### config.mk
export PLATFORM = sky130hd
export DESIGN_NAME = uart_frac_tx
export DESIGN_NICKNAME = d
export VERILOG_FILES = /design/src/rtl/uart_frac_tx_pkg.sv /design/src/rtl/uart_frac_tx_fifo.sv /design/src/rtl/uart_frac_tx_dp.sv /design/src/rtl/uart_frac_tx_ctrl.sv /design/src/rtl/uart_frac_tx.sv
export SDC_FILE = /design/constraint.sdc
export NUM_CORES = 1
export LEC_CHECK = 0
export BUFFER_PORTS_ARGS = -buffer_cell sky130_fd_sc_hd__clkbuf_2
export CELL_PAD_IN_SITES_DETAIL_PLACEMENT = 1
export CELL_PAD_IN_SITES_GLOBAL_PLACEMENT = 2
export CORE_MARGIN = 8
export CORE_UTILIZATION = 37
export DETAILED_ROUTE_END_ITERATION = 7
export PLACE_DENSITY = 0.77
export SLEW_MARGIN = 20
export SYNTH_ARGS = -nofsm -noshare
export SYNTH_HDL_FRONTEND = slang
export SYNTH_SLANG_ARGS = --single-unit
### constraint.sdc
create_clock -name clk -period 2.9 [get_ports clk]
set_clock_uncertainty 0.15 [all_clocks]
set_input_delay 0.145 -clock clk [delete_from_list [all_inputs] [get_ports clk]]
set_output_delay 0.145 -clock clk [all_outputs]
set_load 0.05 [all_outputs]
### src/rtl/uart_frac_tx_pkg.sv
package uart_frac_tx_pkg;

  localparam int unsigned OVS = 16;
  localparam int unsigned STOP_W = $clog2(2 * OVS + 1);

  localparam logic [1:0] PAR_NORMAL = 2'b00;
  localparam logic [1:0] PAR_FORCE  = 2'b01;
  localparam logic [1:0] PAR_NONE   = 2'b10;
  localparam logic [1:0] PAR_WAKE   = 2'b11;

  typedef enum logic [1:0] {
    ST_IDLE,
    ST_START,
    ST_DATA,
    ST_STOP
  } txState_e;

  typedef struct packed {
    logic launch;
    logic nextBit;
    logic enterStop;
  } dpStrobes_t;

  typedef struct packed {
    logic [1:0] lenCode;
    logic [1:0] parMode;
    logic       parOdd;
    logic [3:0] stopCode;
  } frameCfg_t;

endpackage

### src/rtl/uart_frac_tx_fifo.sv
module uart_frac_tx_fifo #(
  parameter int unsigned WIDTH = 9,
  parameter int unsigned DEPTH = 4
) (
  input  logic             clk,
  input  logic             rstN,
  input  logic             push,
  input  logic             pop,
  input  logic [WIDTH-1:0] wrData,
  output logic [WIDTH-1:0] headData,
  output logic             empty,
  output logic             full
);

  localparam int unsigned AW = (DEPTH > 1) ? $clog2(DEPTH) : 1;
  localparam int unsigned CW = $clog2(DEPTH + 1);
  localparam logic [AW-1:0] LAST_IDX = AW'(DEPTH - 1);
  localparam logic [CW-1:0] FULL_CNT = CW'(DEPTH);

  logic [WIDTH-1:0] store [DEPTH];
  logic [AW-1:0]    wrPtr;
  logic [AW-1:0]    rdPtr;
  logic [CW-1:0]    count;

  assign empty    = (count == '0);
  assign full     = (count == FULL_CNT);
  assign headData = store[rdPtr];

  always_ff @(posedge clk or negedge rstN) begin
    if (!rstN) begin
      wrPtr <= '0;
      rdPtr <= '0;
      count <= '0;
    end else begin
      if (push) begin
        wrPtr <= (wrPtr == LAST_IDX) ? '0 : wrPtr + 1'b1;
      end
      if (pop) begin
        rdPtr <= (rdPtr == LAST_IDX) ? '0 : rdPtr + 1'b1;
      end
      if (push && !pop) begin
        count <= count + 1'b1;
      end else if (pop && !push) begin
        count <= count - 1'b1;
      end
    end
  end

  always_ff @(posedge clk) begin
    if (push) begin
      store[wrPtr] <= wrData;
    end
  end

endmodule

### src/rtl/uart_frac_tx_dp.sv
module uart_frac_tx_dp
  import uart_frac_tx_pkg::*;
#(
  parameter int unsigned DATA_W = 8,
  parameter int unsigned CELL_W = 4
) (
  input  logic              clk,
  input  logic              rstN,
  input  dpStrobes_t        strobes,
  input  frameCfg_t         cfg,
  input  logic [DATA_W-1:0] headData,
  input  logic              headFlag,
  output logic              txLine,
  output logic [CELL_W-1:0] cellTotal,
  output logic [STOP_W-1:0] stopTicks
);

  localparam int unsigned FRAME_W    = DATA_W + 1;
  localparam int unsigned MIN_BITS   = DATA_W - 3;
  localparam int unsigned SHORT_BASE = OVS / 2 + 1;
  localparam int unsigned LONG_BASE  = OVS + 1;
  localparam int unsigned HALF_CELL  = OVS / 2;

  logic [FRAME_W-1:0] shiftReg;
  logic [FRAME_W-1:0] frameNext;
  logic [FRAME_W-1:0] dataPad;
  logic [CELL_W-1:0]  nBits;
  logic               hasPar;
  logic               dataOnes;
  logic               parBit;
  logic [STOP_W-1:0]  stopNext;
  logic               lineReg;

  assign dataPad = {1'b1, headData};
  assign hasPar  = (cfg.parMode != PAR_NONE);

  always_comb begin
    nBits    = CELL_W'(MIN_BITS) + CELL_W'(cfg.lenCode);
    dataOnes = 1'b0;
    for (int i = 0; i < DATA_W; i++) begin
      if (CELL_W'(i) < nBits) begin
        dataOnes = dataOnes ^ headData[i];
      end
    end
  end

  always_comb begin
    unique case (cfg.parMode)
      PAR_NORMAL: parBit = dataOnes ^ cfg.parOdd;
      PAR_FORCE:  parBit = cfg.parOdd;
      PAR_WAKE:   parBit = headFlag;
      default:    parBit = 1'b1;
    endcase
  end

  always_comb begin
    for (int i = 0; i < FRAME_W; i++) begin
      if (CELL_W'(i) < nBits) begin
        frameNext[i] = dataPad[i];
      end else if (CELL_W'(i) == nBits) begin
        frameNext[i] = hasPar ? parBit : 1'b1;
      end else begin
        frameNext[i] = 1'b1;
      end
    end
  end

  always_comb begin
    if (cfg.stopCode[3]) begin
      stopNext = STOP_W'(LONG_BASE) + STOP_W'(cfg.stopCode);
    end else begin
      stopNext = STOP_W'(SHORT_BASE) + STOP_W'(cfg.stopCode);
      if (cfg.lenCode == 2'b00) begin
        stopNext = stopNext + STOP_W'(HALF_CELL);
      end
    end
  end

  always_ff @(posedge clk or negedge rstN) begin
    if (!rstN) begin
      shiftReg  <= '1;
      lineReg   <= 1'b1;
      cellTotal <= '0;
      stopTicks <= STOP_W'(OVS);
    end else if (strobes.launch) begin
      shiftReg  <= frameNext;
      lineReg   <= 1'b0;
      cellTotal <= nBits + CELL_W'(hasPar);
      stopTicks <= stopNext;
    end else if (strobes.nextBit) begin
      lineReg  <= shiftReg[0];
      shiftReg <= {1'b1, shiftReg[FRAME_W-1:1]};
    end else if (strobes.enterStop) begin
      lineReg <= 1'b1;
    end
  end

  assign txLine = lineReg;

endmodule

### src/rtl/uart_frac_tx_ctrl.sv
module uart_frac_tx_ctrl
  import uart_frac_tx_pkg::*;
#(
  parameter int unsigned CELL_W = 4
) (
  input  logic              clk,
  input  logic              rstN,
  input  logic              tick16,
  input  logic              cmdEnable,
  input  logic              cmdDisable,
  input  logic              loadValid,
  input  logic              ctsCtrlEn,
  input  logic              ctsActive,
  input  logic              rtsCtrlEn,
  input  logic              rtsAssert,
  input  logic              fifoEmpty,
  input  logic              fifoFull,
  input  logic [CELL_W-1:0] cellTotal,
  input  logic [STOP_W-1:0] stopTicks,
  output dpStrobes_t        strobes,
  output logic              push,
  output logic              pop,
  output logic              txRdy,
  output logic              txEmt,
  output logic              rtsOut
);

  localparam logic [STOP_W-1:0] CELL_LAST = STOP_W'(OVS - 1);

  txState_e          state;
  txState_e          stNext;
  logic [STOP_W-1:0] tickCnt;
  logic [STOP_W-1:0] cntNext;
  logic [CELL_W-1:0] cellsLeft;
  logic [CELL_W-1:0] leftNext;
  logic              enabled;
  logic              canStart;
  logic              goIdle;

  assign push     = loadValid && enabled && !fifoFull;
  assign canStart = !fifoEmpty && (!ctsCtrlEn || ctsActive);
  assign pop      = strobes.launch;
  assign txRdy    = enabled && !fifoFull;
  assign txEmt    = fifoEmpty && (state == ST_IDLE);

  always_comb begin
    stNext   = state;
    cntNext  = tickCnt;
    leftNext = cellsLeft;
    strobes  = '0;
    goIdle   = 1'b0;
    if (tick16) begin
      unique case (state)
        ST_IDLE: begin
          if (canStart) begin
            strobes.launch = 1'b1;
            stNext         = ST_START;
            cntNext        = '0;
          end
        end
        ST_START: begin
          if (tickCnt == CELL_LAST) begin
            strobes.nextBit = 1'b1;
            stNext          = ST_DATA;
            cntNext         = '0;
            leftNext        = cellTotal - 1'b1;
          end else begin
            cntNext = tickCnt + 1'b1;
          end
        end
        ST_DATA: begin
          if (tickCnt == CELL_LAST) begin
            cntNext = '0;
            if (cellsLeft == '0) begin
              strobes.enterStop = 1'b1;
              stNext            = ST_STOP;
            end else begin
              strobes.nextBit = 1'b1;
              leftNext        = cellsLeft - 1'b1;
            end
          end else begin
            cntNext = tickCnt + 1'b1;
          end
        end
        ST_STOP: begin
          if (tickCnt == stopTicks - 1'b1) begin
            cntNext = '0;
            if (canStart) begin
              strobes.launch = 1'b1;
              stNext         = ST_START;
            end else begin
              goIdle = 1'b1;
              stNext = ST_IDLE;
            end
          end else begin
            cntNext = tickCnt + 1'b1;
          end
        end
        default: stNext = ST_IDLE;
      endcase
    end
  end

  always_ff @(posedge clk or negedge rstN) begin
    if (!rstN) begin
      state     <= ST_IDLE;
      tickCnt   <= '0;
      cellsLeft <= '0;
    end else begin
      state     <= stNext;
      tickCnt   <= cntNext;
      cellsLeft <= leftNext;
    end
  end

  always_ff @(posedge clk or negedge rstN) begin
    if (!rstN) begin
      enabled <= 1'b0;
    end else if (cmdDisable) begin
      enabled <= 1'b0;
    end else if (cmdEnable) begin
      enabled <= 1'b1;
    end
  end

  always_ff @(posedge clk or negedge rstN) begin
    if (!rstN) begin
      rtsOut <= 1'b0;
    end else if (rtsCtrlEn && goIdle && fifoEmpty && !push) begin
      rtsOut <= 1'b0;
    end else if (rtsAssert) begin
      rtsOut <= 1'b1;
    end
  end

endmodule

### src/rtl/uart_frac_tx.sv
module uart_frac_tx
  import uart_frac_tx_pkg::*;
#(
  parameter int unsigned DATA_W     = 8,
  parameter int unsigned FIFO_DEPTH = 4
) (
  input  logic              clk,
  input  logic              rstN,
  input  logic              tick16,
  input  logic              cmdEnable,
  input  logic              cmdDisable,
  input  logic              loadValid,
  input  logic [DATA_W-1:0] loadData,
  input  logic              loadAddrFlag,
  input  logic [1:0]        lenCode,
  input  logic [1:0]        parMode,
  input  logic              parOdd,
  input  logic [3:0]        stopCode,
  input  logic              ctsCtrlEn,
  input  logic              ctsActive,
  input  logic              rtsCtrlEn,
  input  logic              rtsAssert,
  output logic              txLine,
  output logic              txRdy,
  output logic              txEmt,
  output logic              rtsOut
);

  localparam int unsigned CELL_W = $clog2(DATA_W + 2);
  localparam int unsigned WORD_W = DATA_W + 1;

  dpStrobes_t        strobes;
  frameCfg_t         cfg;
  logic              push;
  logic              pop;
  logic              fifoEmpty;
  logic              fifoFull;
  logic [WORD_W-1:0] headWord;
  logic [CELL_W-1:0] cellTotal;
  logic [STOP_W-1:0] stopTicks;

  assign cfg = '{lenCode: lenCode, parMode: parMode, parOdd: parOdd, stopCode: stopCode};

  uart_frac_tx_fifo #(
    .WIDTH(WORD_W),
    .DEPTH(FIFO_DEPTH)
  ) fifo_i (
    .clk     (clk),
    .rstN    (rstN),
    .push    (push),
    .pop     (pop),
    .wrData  ({loadAddrFlag, loadData}),
    .headData(headWord),
    .empty   (fifoEmpty),
    .full    (fifoFull)
  );

  uart_frac_tx_ctrl #(
    .CELL_W(CELL_W)
  ) ctrl_i (
    .clk       (clk),
    .rstN      (rstN),
    .tick16    (tick16),
    .cmdEnable (cmdEnable),
    .cmdDisable(cmdDisable),
    .loadValid (loadValid),
    .ctsCtrlEn (ctsCtrlEn),
    .ctsActive (ctsActive),
    .rtsCtrlEn (rtsCtrlEn),
    .rtsAssert (rtsAssert),
    .fifoEmpty (fifoEmpty),
    .fifoFull  (fifoFull),
    .cellTotal (cellTotal),
    .stopTicks (stopTicks),
    .strobes   (strobes),
    .push      (push),
    .pop       (pop),
    .txRdy     (txRdy),
    .txEmt     (txEmt),
    .rtsOut    (rtsOut)
  );

  uart_frac_tx_dp #(
    .DATA_W(DATA_W),
    .CELL_W(CELL_W)
  ) dp_i (
    .clk      (clk),
    .rstN     (rstN),
    .strobes  (strobes),
    .cfg      (cfg),
    .headData (headWord[DATA_W-1:0]),
    .headFlag (headWord[DATA_W]),
    .txLine   (txLine),
    .cellTotal(cellTotal),
    .stopTicks(stopTicks)
  );

endmodule

# --- Word level (Yosys, flattened, before mapping) ---
# Memory sizes are Yosys's and may differ from the RTL's.
# Cells that the tools add are included.
op_classes:
  add_sub_neg: 13
  n_lt_le_gt_ge: 9
  n_eq_ne: 25
  muxes: 74
  bitwise: 8
  reduce_logical: 32
op_table:
  columns: ["operator", "n"]
  rows:
  - ["$mux 1", 47]
  - ["$mux 6", 5]
  - ["$mux 9", 2]
  - ["$pmux 6 s3", 1]
  - ["$eq 3x4->1 const A", 4]
  - ["$lt 3x4->1 const A", 4]
  - ["$mux 2", 8]
  - ["$mux 4", 3]
  - ["$eq 2x2->1 const B", 5]
  - ["$logic_and 1x1->1", 10]
  - ["$ne 2x1->1 const B", 5]
  - ["$reduce_bool 2->1", 5]
  - ["$mux 3", 3]
  - ["$eq 2x4->1 const A", 2]
  - ["$logic_not 4->1", 2]
  - ["$lt 1x4->1 const A", 2]
  - ["$lt 2x4->1 const A", 2]
  - ["$pmux 2 s4", 1]
  - ["$pmux 4 s2", 1]
  - ["$sub 4x1->4 const B", 2]
  - ["$xor 1x1->1", 8]
  - ["$add 5x4->6 const A", 1]
  - ["$add 6x1->6 const B", 1]
  - ["$add 6x4->6 const B", 1]
  - ["26 further kinds", 36]
totals:
  regBits: 41
  ramBits: 36
  elab_cells: 174
  mem_count: 1
memory_table:
  columns: ["name", "depth", "width", "rd", "rd_ports_with_merged_regs", "write_ports", "line_no", "text"]
  rows:
  - ["fifo_i.store", 4, 9, 1, 0, 1, "uart_frac_tx_fifo.sv:20", "logic [WIDTH-1:0] store [DEPTH];"]

# --- Longest topological paths before layout ---
logic_depth:
  ltp_word: 23
  depth_mapped: 16
  mapped_depth_nobuf: 14

# --- Hierarchy ---
# A second synthesis with hierarchy kept.
unflattened:
  cells_unflattened: 339
  area_unflattened_um2: 4131.5
by_module_without_submodules:
  columns: ["mod", "instances", "cells_per_inst", "area_each_um2"]
  rows:
  - ["uart_frac_tx_fifo", 1, 84, 1714.1]
  - ["uart_frac_tx_dp", 1, 118, 1219.9]
  - ["uart_frac_tx_ctrl", 1, 137, 1197.4]

# --- Worst setup path before layout ---
# No wires, ideal clock.
synth_timing:
  path_type: "reg2reg"
  start: "register fifo_i.count[0]"
  end: "register fifo_i.count[2]"
  setup_ns: 0.079
  arrival_ns: 3.143
  required_ns: 2.671
  slack_ns: -0.472
  stages_incl_launch_ff: 11
  path_buffers: 0
  synth_period_minus_slack_ns: 3.372
  cell_sequence: "dfrtp_1 nor2_1 a21boi_0 nand2_1 inv_1 ha_1 inv_1 fa_1 xor2_1 nor2_1 xor2_1"
synth_via:
  elab_cells_between_ends: 19
synth_lines:
  columns: ["item", "line_no", "text"]
  rows:
  - ["start: declaration", "uart_frac_tx_fifo.sv:23", "logic [CW-1:0] count;"]
  - ["start signal: assignment", "uart_frac_tx_fifo.sv:42", "count <= count + 1'b1;"]
  - ["start signal: assignment", "uart_frac_tx_fifo.sv:44", "count <= count - 1'b1;"]
  - ["$eq 3x3->1 (*)", "uart_frac_tx_fifo.sv:26", "assign full = (count == FULL_CNT);"]
  - ["$logic_not 1->1 (*)", "uart_frac_tx_ctrl.sv:40", "assign push = loadValid && enabled && !fifoFull;"]
  - ["$logic_and 1x1->1 (*)", "uart_frac_tx_ctrl.sv:40", null]
  - ["via ctrl_i.push", "uart_frac_tx_ctrl.sv:21", "output logic push,"]
  - ["$logic_not 1->1", "uart_frac_tx_fifo.sv:43", "end else if (pop && !push) begin"]
  - ["$logic_and 1x1->1", "uart_frac_tx_fifo.sv:43", null]
  - ["$reduce_bool 2->1 (no source line)", null, null]
# Mark *: on every way through the listed nets, which the timed path passes. The rest lies on a longest branch. The select of a mux whose other input is x is not followed.
# A chain may end at the register's enable or synchronous reset.

# --- Worst setup path in the final report ---
layout_timing:
  start: "register dp_i.stopTicks[1]"
  end: "register fifo_i.count[1]"
layout_via:
  elab_chain_cells: 8
  elab_cells_between_ends: 10
layout_rtl:
  columns: ["item", "line_no", "text"]
  rows:
  - ["start: declaration", "uart_frac_tx_dp.sv:15", "output logic [STOP_W-1:0] stopTicks"]
  - ["start signal: assignment", "uart_frac_tx_dp.sv:84", "stopTicks <= STOP_W'(OVS);"]
  - ["start signal: assignment", "uart_frac_tx_dp.sv:89", "stopTicks <= stopNext;"]
  - ["$sub 6x1->6 (*)", "uart_frac_tx_ctrl.sv:86", "if (tickCnt == stopTicks - 1'b1) begin"]
  - ["$eq 6x6->1 (*)", "uart_frac_tx_ctrl.sv:86", null]
  - ["$mux 1 (*)", "uart_frac_tx_ctrl.sv:86", null]
  - ["$pmux 1 s2 (*)", "uart_frac_tx_ctrl.sv:53", "unique case (state)"]
  - ["$mux 3 (*)", "uart_frac_tx_ctrl.sv:52", "if (tick16) begin"]
  - ["$logic_not 1->1", "uart_frac_tx_fifo.sv:41", "if (push && !pop) begin"]
  - ["$logic_and 1x1->1", "uart_frac_tx_fifo.sv:41", null]
  - ["$mux 3 or $reduce_bool 2->1 (tied branches)", null, null]
# Mark *: on every way between the ends. The rest lies on a longest branch, timed or not.

==> flow_metrics.py <==
metrics = {
    "power": {
        "power.leakage_nw": 2.06,
        "power_per_cell_area_nw_per_um2": 883,
        "vdd.ir_drop.worst_mv": 0.365,
        "report.power.total_w": 0.00435,
    },
    "die": {
        "floorplan.initialDensity_pct": 37.6,
        "core_region_area_um2": 10700,
        "dieArea_um2": 14500,
        "ioPinCount": 32,
        "chipHeight_um": 121,
        "std_cell_rows": 38,
        "floorplan.die.width_um": 121,
    },
    "route": {
        "avgViaCountPerCell": 5.01,
        "drt-total-wl_um": 8770,
        "post_drt_wl_per_cell_um": 15.9,
        "remaining_drc_errors": 0,
        "detail-route-antenna-nets": 0,
        "detail_route.iter0.violations": 98,
        "vias": 2758,
        "detailedRoute.firstPassIterationCount": 4,
    },
    "setup_path": {
        "category_of_the_worst_setup_path_capture_point": "register",
        "timing.critical_path.arrival_ps": 3010,
        "most_used_cell_cp": "sky130_fd_sc_hd__nor4b_4",
        "worst-setup-path-type": "register to register",
        "cp.required_ps": 3000,
        "critical-path-max-stage-delay_ps": 410,
        "critPathMaxFanout": 3,
        "reg2reg_slack_ps": -10,
        "cell_with_the_largest_stage_delay_on_the_worst_path": "sky130_fd_sc_hd__dfrtp_1",
        "worstPathCellList": "inv_1 > ha_2 > and2_4 > nor4b_4 > a31oi_4 > nor4b_4 > o2111a_2 > inv_4 > ha_4 > inv_2 > fa_2 > mux2_2",
        "start_kind": "register",
    },
    "grt": {
        "grt.overflow.total": 0,
        "antenna_found_initial": 0,
        "grt_start_max_net_pins": 38,
        "number_of_global_route_vias_before_repair": 3059,
        "grt_first_pass_wirelength_um": 15000,
        "global_route.usage.total_pct": 13.1,
    },
    "final_layout": {
        "insertedDiodeCount": 0,
        "finish.net_count": 460,
        "finish.utilization_pct": 45.8,
        "layout.area.seq_um2": 2120,
        "area.growth.synth_to_final_pct": 21.7,
        "drive_above_1_share_pct": 27.5,
        "multi_input_area_um2": 1890,
        "fill_cells": 1171,
        "final_cell_area_um2": 4920,
    },
    "timing": {
        "achievable_freq_ghz": 0.343,
        "final-max-slew-violation-count": 0,
        "setup_violations": 1,
        "rsz_0062_raised_after_global_routing": "yes",
        "fin_crit_ps": 2910,
        "tightestPinTransition_ps": 967,
        "final.setup.worst_slack_ps": -13.9,
        "period_share_pct": 100,
        "slew_headroom_pct": 35.5,
        "timing.final.hold_violations": 0,
        "totalNegativeSetupSlack_ps": -13.9,
    },
    "logic_synthesis": {
        "yosys_warnings": 0,
        "syn-num-nets": 390,
        "synth.distinct_cells": 51,
        "syn-cell-area_um2": 4040,
        "syn_avg_cell_area_um2": 12.0,
        "synth-main-ff-cell": "sky130_fd_sc_hd__edfxtp_1",
        "synth_enable_flop_cells": 36,
        "asyncSetResetFlopFracSynth_pct": 53.2,
        "syn-instance-count": 336,
        "yosysTopAreaCell": "sky130_fd_sc_hd__edfxtp_1",
        "post_synthesis_sequential_area_ratio_pct": 52.5,
        "synth_top_area_share_pct": 26.7,
        "postSynthRegisterBits": 77,
        "post_synth_main_area_contributors": "sky130_fd_sc_hd__edfxtp_1 27%, sky130_fd_sc_hd__dfrtp_1 19%, sky130_fd_sc_hd__ha_1 7.4%",
    },
    "placed_design": {
        "dpl_cell_area_um2": 4450,
        "detailedPlacementHpwl_um": 6240,
        "io_buffers": 31,
        "routability_congestion": 0.736,
    },
    "clocking": {
        "clock_tree_from_tritoncts": "built",
        "clk-insertion-delay-late_ps": 360,
        "cts.reportedPaths.clkPinSlew_ps": 80,
        "cts_buf_count": 9,
        "root_buffer_cell": "sky130_fd_sc_hd__clkbuf_8",
        "cts_buffer_depth": 2,
        "clock_sinks": 77,
        "h-tree-depth": 3,
    },
    "worst_hold_path": {
        "hold_class": "input port to register",
    },
    "run_status": {
        "violations": "negative setup slack",
        "outcome": "finished with violations",
    },
    "job": {
        "max-cap-violations": 0,
    },
}
[synthesized netlist by cell type, types with 2 or more instances]
| library cell | count |
|---|---|
| sky130_fd_sc_hd__nor3_1 | 6 |
| sky130_fd_sc_hd__nand2b_1 | 4 |
| sky130_fd_sc_hd__mux2i_1 | 10 |
| sky130_fd_sc_hd__a21oi_1 | 12 |
| sky130_fd_sc_hd__o22ai_1 | 6 |
| sky130_fd_sc_hd__inv_1 | 19 |
| sky130_fd_sc_hd__dfrtp_1 | 30 |
| sky130_fd_sc_hd__xor2_1 | 9 |
| sky130_fd_sc_hd__nand2_1 | 27 |
| sky130_fd_sc_hd__buf_2 | 2 |
| sky130_fd_sc_hd__or3_1 | 3 |
| sky130_fd_sc_hd__fa_1 | 2 |
| sky130_fd_sc_hd__nand4_1 | 2 |
| sky130_fd_sc_hd__a21o_1 | 2 |
| sky130_fd_sc_hd__a31oi_1 | 3 |
| sky130_fd_sc_hd__and3_1 | 6 |
| sky130_fd_sc_hd__and2_1 | 2 |
| sky130_fd_sc_hd__a211o_1 | 3 |
| sky130_fd_sc_hd__clkbuf_1 | 2 |
| sky130_fd_sc_hd__mux2_2 | 6 |
| sky130_fd_sc_hd__clkbuf_2 | 2 |
| sky130_fd_sc_hd__o21ai_1 | 2 |
| sky130_fd_sc_hd__nor2_1 | 23 |
| sky130_fd_sc_hd__ha_1 | 24 |
| sky130_fd_sc_hd__mux4_1 | 5 |
| sky130_fd_sc_hd__nor2b_1 | 3 |
| sky130_fd_sc_hd__nand3_1 | 10 |
| sky130_fd_sc_hd__edfxtp_1 | 36 |
| sky130_fd_sc_hd__buf_6 | 2 |
| sky130_fd_sc_hd__dfstp_2 | 11 |
| sky130_fd_sc_hd__o21ai_0 | 26 |
| sky130_fd_sc_hd__mux4_2 | 4 |
| sky130_fd_sc_hd__xnor2_1 | 14 |
[power by group]
| part | internal (W) | switching [W] |
|---|---|---|
| clock network | 0.000332 | 0.000454 |
| logic | 0.000905 | 0.000949 |
| registers | 0.00146 | 0.000241 |
| total | 0.00270 | 0.00164 |
[worst paths after layout]
| check | from | end | cells after the start |
|---|---|---|---|
| worst min-delay path | stopCode[2] | dp_i.stopTicks[2]$_DFFE_PN0N_ | 3 |
| max in group asynchronous | rstN | dp_i.shiftReg[7]$_DFFE_PN1P_ | 3 |
| worst min register to register | dp_i.shiftReg[4]$_DFFE_PN1P_ | dp_i.shiftReg[4]$_DFFE_PN1P_ | 2 |
| worst max register to register | dp_i.stopTicks[1]$_DFFE_PN0N_ | fifo_i.count[1]$_DFFE_PN0P_ | 12 |
| worst max-delay path | dp_i.stopTicks[1]$_DFFE_PN0N_ | fifo_i.count[1]$_DFFE_PN0P_ | 12 |
| min in group asynchronous | rstN | dp_i.stopTicks[0]$_DFFE_PN0N_ | 2 |
[through the flow]
| step | setup WS (ps) | hold slack [ps] | std cells |
|---|---|---|---|
| after global placement | -69.9 | 150 | 512 |
| after CTS | -44.7 | 2.14 | 550 |
| final | -13.9 | 14.1 | 551 |
| after floorplan | -129 | -301 | 336 |
| after detailed placement | -124 | 150 | 512 |
| after global routing | -144 | 26.9 | 551 |
[per-layer routing]
metal / wire (µm) / global-route usage, %
met1: 3920 / 15.6
met2: 4530 / 22.6
met3: 175 / 2.98
met4: 143 / 4.68
met5: 0 / 0
[cell type report]
cell class | count | area share (%)
Clock buffer | 9 | 2.52
Timing Repair Buffer | 68 | 9.66
Clock inverter | 7 | 1.27
Sequential cell | 77 | 43.1
Inverter | 19 | 1.50
Multi-Input combinational cell | 231 | 38.4
Tap cell | 140 | 3.56
[cells in the final DEF, fill, tap and decap left out, types with 9 or more instances in the layout]
cell / n
sky130_fd_sc_hd__nand2_1: 27
sky130_fd_sc_hd__dfrtp_1: 29
sky130_fd_sc_hd__inv_1: 17
sky130_fd_sc_hd__xnor2_1: 13
sky130_fd_sc_hd__ha_1: 22
sky130_fd_sc_hd__dfstp_2: 11
sky130_fd_sc_hd__o21ai_0: 24
sky130_fd_sc_hd__clkbuf_8: 9
sky130_fd_sc_hd__xor2_1: 9
sky130_fd_sc_hd__clkbuf_2: 31
sky130_fd_sc_hd__dlygate4sd3_1: 17
sky130_fd_sc_hd__buf_4: 20
sky130_fd_sc_hd__edfxtp_1: 36
sky130_fd_sc_hd__nand3_1: 9
sky130_fd_sc_hd__a21oi_1: 12
sky130_fd_sc_hd__mux2i_1: 10
sky130_fd_sc_hd__nor2_1: 22
[worst max-delay path, delay by kind of cell, from the launching register on]
family,cells,cell delay (ps)
fa+ha+maj,3,750
buf+inv,3,170
flops,1,410
compound gates,2,330
simple gates,3,720
mux,1,260
[state kept, by name, indices dropped and copies added, names as in the netlist, 2 cells and up]
signal            count
fifo_i.count          3
ctrl_i.tickCnt        6
dp_i.shiftReg         9
fifo_i.store         36
fifo_i.rdPtr          2
dp_i.cellTotal        4
ctrl_i.state          2
dp_i.stopTicks        6
fifo_i.wrPtr          2
ctrl_i.cellsLeft      4
[kinds of logic after synthesis]
kind of cell    synth area share [%]
fa+ha+maj                       8.42
simple gates                    11.9
flops                           52.5
buf+inv                         3.19
compound gates                  9.10
mux                             10.0
xor+xnor                        4.98
[repair_timing]
action | in CTS | in global routing
gates cloned | 0 | 0
setup endpoints to repair | 2 | 13
resized for setup | 8 | 7
endpoints found under the hold margin | 70 | 0
pin swaps | 8 | 1
buffers inserted | 5 | 2
hold buffers | 17 | 0
(Power assumes the default switching activity.)
